### config.mk
export PLATFORM = sky130hd
export DESIGN_NAME = frame_sync_regbank
export DESIGN_NICKNAME = d
export VERILOG_FILES = /design/src/rtl/frame_sync_regbank.sv
export SDC_FILE = /design/constraint.sdc
export NUM_CORES = 1
export LEC_CHECK = 0
export BUFFER_PORTS_ARGS = -buffer_cell sky130_fd_sc_hd__clkbuf_2
export CAP_MARGIN = 20
export CORE_UTILIZATION = 48
export DETAILED_ROUTE_END_ITERATION = 16
export GPL_TIMING_DRIVEN = 0
export PLACE_DENSITY = 0.76
export SYNTH_ARGS = -nofsm -noshare
export SYNTH_HDL_FRONTEND = slang
export SYNTH_SLANG_ARGS = --single-unit
### constraint.sdc
create_clock -name clk -period 18.8 [get_ports clk]
set_clock_uncertainty 0.05 [all_clocks]
set_input_delay 5.64 -clock clk [delete_from_list [all_inputs] [get_ports clk]]
set_output_delay 5.64 -clock clk [all_outputs]
set_load 0.01 [all_outputs]
### src/rtl/frame_sync_regbank.sv
module frame_sync_regbank #(
  parameter int HW = 12,
  parameter int VW = 12,
  parameter int NREGS = 4,
  parameter int DW = 32,
  parameter logic [DW-1:0] RST_VAL = '0,
  localparam int AW = (NREGS > 1) ? $clog2(NREGS) : 1
) (
  input  logic              clk,
  input  logic              rst_n,
  input  logic [HW-1:0]     cfg_htotal,
  input  logic [VW-1:0]     cfg_vtotal,
  input  logic [VW-1:0]     cfg_vact_end,
  input  logic [VW-1:0]     cfg_line_begin,
  input  logic [VW-1:0]     cfg_line_commit,
  input  logic [VW-1:0]     cfg_line_ready,
  input  logic              wr_en,
  input  logic [AW-1:0]     wr_addr,
  input  logic [DW-1:0]     wr_data,
  output logic [HW-1:0]     hcnt,
  output logic [VW-1:0]     vcnt,
  output logic              gs_begin,
  output logic              gs_commit,
  output logic              gs_ready,
  output logic              cfg_err,
  output logic              flip_done,
  output logic              pend_dirty,
  output logic [NREGS*DW-1:0] act_data
);

  logic [DW-1:0] pend_q [NREGS];
  logic [DW-1:0] act_q  [NREGS];

  wire h_last = (hcnt >= cfg_htotal - 1'b1);
  wire v_last = (vcnt >= cfg_vtotal - 1'b1);
  wire line_start = (hcnt == '0);

  wire blank_b = (cfg_line_begin  >= cfg_vact_end) && (cfg_line_begin  < cfg_vtotal);
  wire blank_c = (cfg_line_commit >= cfg_vact_end) && (cfg_line_commit < cfg_vtotal);
  wire blank_r = (cfg_line_ready  >= cfg_vact_end) && (cfg_line_ready  < cfg_vtotal);

  wire ok_b = blank_b && (cfg_line_begin  != cfg_line_commit) && (cfg_line_begin != cfg_line_ready);
  wire ok_c = blank_c && (cfg_line_commit != cfg_line_begin)  && (cfg_line_commit != cfg_line_ready);
  wire ok_r = blank_r && (cfg_line_ready  != cfg_line_begin)  && (cfg_line_ready != cfg_line_commit);

  assign cfg_err   = !(ok_b && ok_c && ok_r);
  assign gs_begin  = line_start && (vcnt == cfg_line_begin)  && ok_b;
  assign gs_commit = line_start && (vcnt == cfg_line_commit) && ok_c;
  assign gs_ready  = line_start && (vcnt == cfg_line_ready)  && ok_r;

  always_ff @(posedge clk) begin
    if (!rst_n) begin
      hcnt <= '0;
      vcnt <= '0;
    end else if (h_last) begin
      hcnt <= '0;
      vcnt <= v_last ? '0 : vcnt + 1'b1;
    end else begin
      hcnt <= hcnt + 1'b1;
    end
  end

  always_ff @(posedge clk) begin
    if (!rst_n) begin
      pend_dirty <= 1'b0;
      flip_done  <= 1'b0;
    end else begin
      flip_done  <= gs_commit && pend_dirty;
      pend_dirty <= wr_en || (pend_dirty && !gs_commit);
    end
  end

  for (genvar i = 0; i < NREGS; i++) begin : g_word
    always_ff @(posedge clk) begin
      if (!rst_n) begin
        pend_q[i] <= RST_VAL;
        act_q[i]  <= RST_VAL;
      end else begin
        if (wr_en && (wr_addr == AW'(i))) pend_q[i] <= wr_data;
        if (gs_commit) act_q[i] <= pend_q[i];
      end
    end
    assign act_data[i*DW +: DW] = act_q[i];
  end

endmodule

==> metrics <==
outcome=completed; worst slack at placement=5.21 ns; Cell Chain, Critical Path=clkbuf_2 > inv_1 > ha_1 > a21o_1 > a2111oi_0 > o31ai_1 > a21oi_1 > nand4_1 > nor4_1 > clkbuf_2; critical path class=in -> out; largest net degree at the start of global routing=74; Synth Register Bits=282; top_reg_cell synth=edfxtp_1; vias in the first global route=8,847; placeable core area=0.0281 mm²; Largest stage delay, worst path=0.42 ns; Yosys top cell area share=55.4%; number of max-cap violations=0; clk buf depth=3; CP max FO=5; register clock-pin slew on the reported worst setup and hold paths=0.06 ns; CTS hold repair buffers=0; arrival time at the worst endpoint=7.95 ns; vias per cell=5.17; Num CTS Buffers=27; Final nets=1,604; Critical Path Start Type=input pin; Synth area leaders=edfxtp_1, and2_1, ha_1; vias=9,285; drt first pass iters=5; # DRC=0; most numerous cell in the Yosys netlist=and2_1; I/O pin count=267; Row Count=61; Worst slew margin=41.6%; most instantiated cells after synthesis=and2_1, edfxtp_1, ha_1, xor2_1, xnor2_1; PortBufs=266; initial core utilization=49.4%; synth unique cells=48; Final Util=59.2%; fraction of layout cells with a size suffix above 1=23.3%; Seq/Total Area, Yosys=59.2%; antenna violations before repair=3; Total Wirelength=32.2 mm; area of the mapped netlist=0.0139 mm²; Reg2Reg Launch Point=hcnt[0]$_SDFF_PP0_; GP Congestion=0.964; Synth Area per Inst=12.6 µm²; die height=172 µm; Setup TNS=0 ns; Max Freq=73.3 MHz; # H-tree levels=1; Synth Instances=1,098; PnR worst setup slack=5.16 ns; fin crit share=72.6%; R2R cell count=9; sequential cell area=0.00821 mm²; peak supply drop=0.0731 mV; CP Buf/Inv Count=3; delay-heaviest family, CP=compound AO/OA/AOI/OAI gates; Setup Viol. Count Final=0; P&R area growth vs syn=19.8%; crit path from=cfg_vtotal[6]; minimum clock period=13.64 ns; Die Footprint=0.0296 mm²; Syn Nets=1,305; clock sinks=282; final hold vios=0; power per cell area=81.2 mW/mm²; Final HPWL DP=23.7 mm; Worst Tran Pin Value=0.873 ns; post-CTS setup buffer count=0; worst hold path class=reg -> reg; DRT antenna net count=0; unrepaired setup endpoints after global routing=false; global route overflow=0; stages on the worst setup path=10; crit end category=output pin; Finished Cell Area=0.0166 mm²; drt wl/cell=17.9 µm; CTS tree=done; Worst Path Required=13.11 ns; EDFF count, synth=256; YS warnings=0; Min-Delay Path Depth=1; clk_lat worst skew=0.54 ns; CP dominant cell by count=clkbuf_2; CTS root buf=clkbuf_16; Iter 0 DRT Violations=552; cell leakage power=7.13 nW; slowest stage cell, crit path=a2111oi_0; Max Slew Vio Count=0; Resize count post-CTS=0; WHS=0.458 ns; multi-input combinational cell area=0.00539 mm²; HP Start=pend_q[1][0]$_SDFFCE_PN0P_; gr usage total=21.8%; Async SR Flop Fraction=0%; fillers=2,312; placed inst area=0.0158 mm²; width of the die=172 µm; first-pass GRT wire length=48.5 mm; Yosys top cell by area=edfxtp_1
report_power, final:
group | switching [mW] | internal, mW | total, mW | leakage [nW]
clock | 0.223 | 0.278 | 0.501 | 0.399
combinational | 0.0773 | 0.0483 | 0.126 | 3.94
sequential | 0.00916 | 0.714 | 0.724 | 2.79
total | 0.309 | 1.04 | 1.35 | 7.13
placed cells by master (no fill, tap or decap), types with 3 or more instances in the layout:
cell type  instances
a21o_1            24
ha_1              98
nor3_1            13
nand2_1           30
diode_2            3
nand4_1           23
clkinv_1           5
inv_1             36
a211oi_1           3
nor2b_1            4
o21a_1             6
or4_1              7
nor4_1            21
clkbuf_16         27
edfxtp_1         256
clkbuf_1          31
nand2b_1           6
and2_1           258
xnor2_1           40
nor2_1            30
a21oi_1           37
clkinv_2           6
o31ai_1            7
nand3_1           17
xor2_1            61
or3_1              5
dfxtp_1           26
and3_1             7
clkbuf_2         277
o21ai_0           14
layer usage:
| metal | track usage [%] | part of all wire [%] |
|---|---|---|
| met1 | 28.2 | 43 |
| met2 | 36.8 | 47 |
| met3 | 4.44 | 7.7 |
| met4 | 6.50 | 2.3 |
| met5 | 0 | 0 |
registers in the layout (all words and copies together) (netlist names):
name / flops
act_q: 128
pend_q: 128
flip_done: 1
vcnt: 12
hcnt: 12
pend_dirty: 1
logic make-up (layout without fill, tap and decap cells):
family	Yosys count	count (layout)	share of synthesized area, %
and+or+nand+nor	432	432	18.4
other	0	3	0
buffers and inverters	77	394	2.26
xor gates and xnor gates	101	101	6.38
DFF	282	282	59.2
AOI/OAI and AO/OA	108	108	4.99
adders and majority gates	98	98	8.84
path summary, 6_finish.rpt:
kind,slack (ns),endpoint
worst max-delay path,5.16,gs_begin
worst min-delay path,0.46,act_q[1][0]$_SDFFCE_PN0P_
worst max register to register,15.20,act_q[2][26]$_SDFFCE_PN0P_
worst min register to register,0.46,act_q[1][0]$_SDFFCE_PN0P_
area by class of cell:
class                   count  share of cell area [%]
well taps                 378                    2.85
plain buffers              41                    1.07
clock buffers              33                    4.20
multi-input cells         739                    32.4
repair buffers            270                    8.58
clock inverters            14                   0.647
diodes                      3                  0.0452
flip-flops and latches    282                    49.4
inverters                  36                   0.813
metrics by stage:
stage	instances	power [mW]
after floorplan	1098	0.802
after global placement	1742	0.858
after detailed placement	1746	0.862
after CTS	1793	1.36
after global routing	1796	1.40
final	1796	1.35
Note: power is estimated with default switching activity, not from simulation.
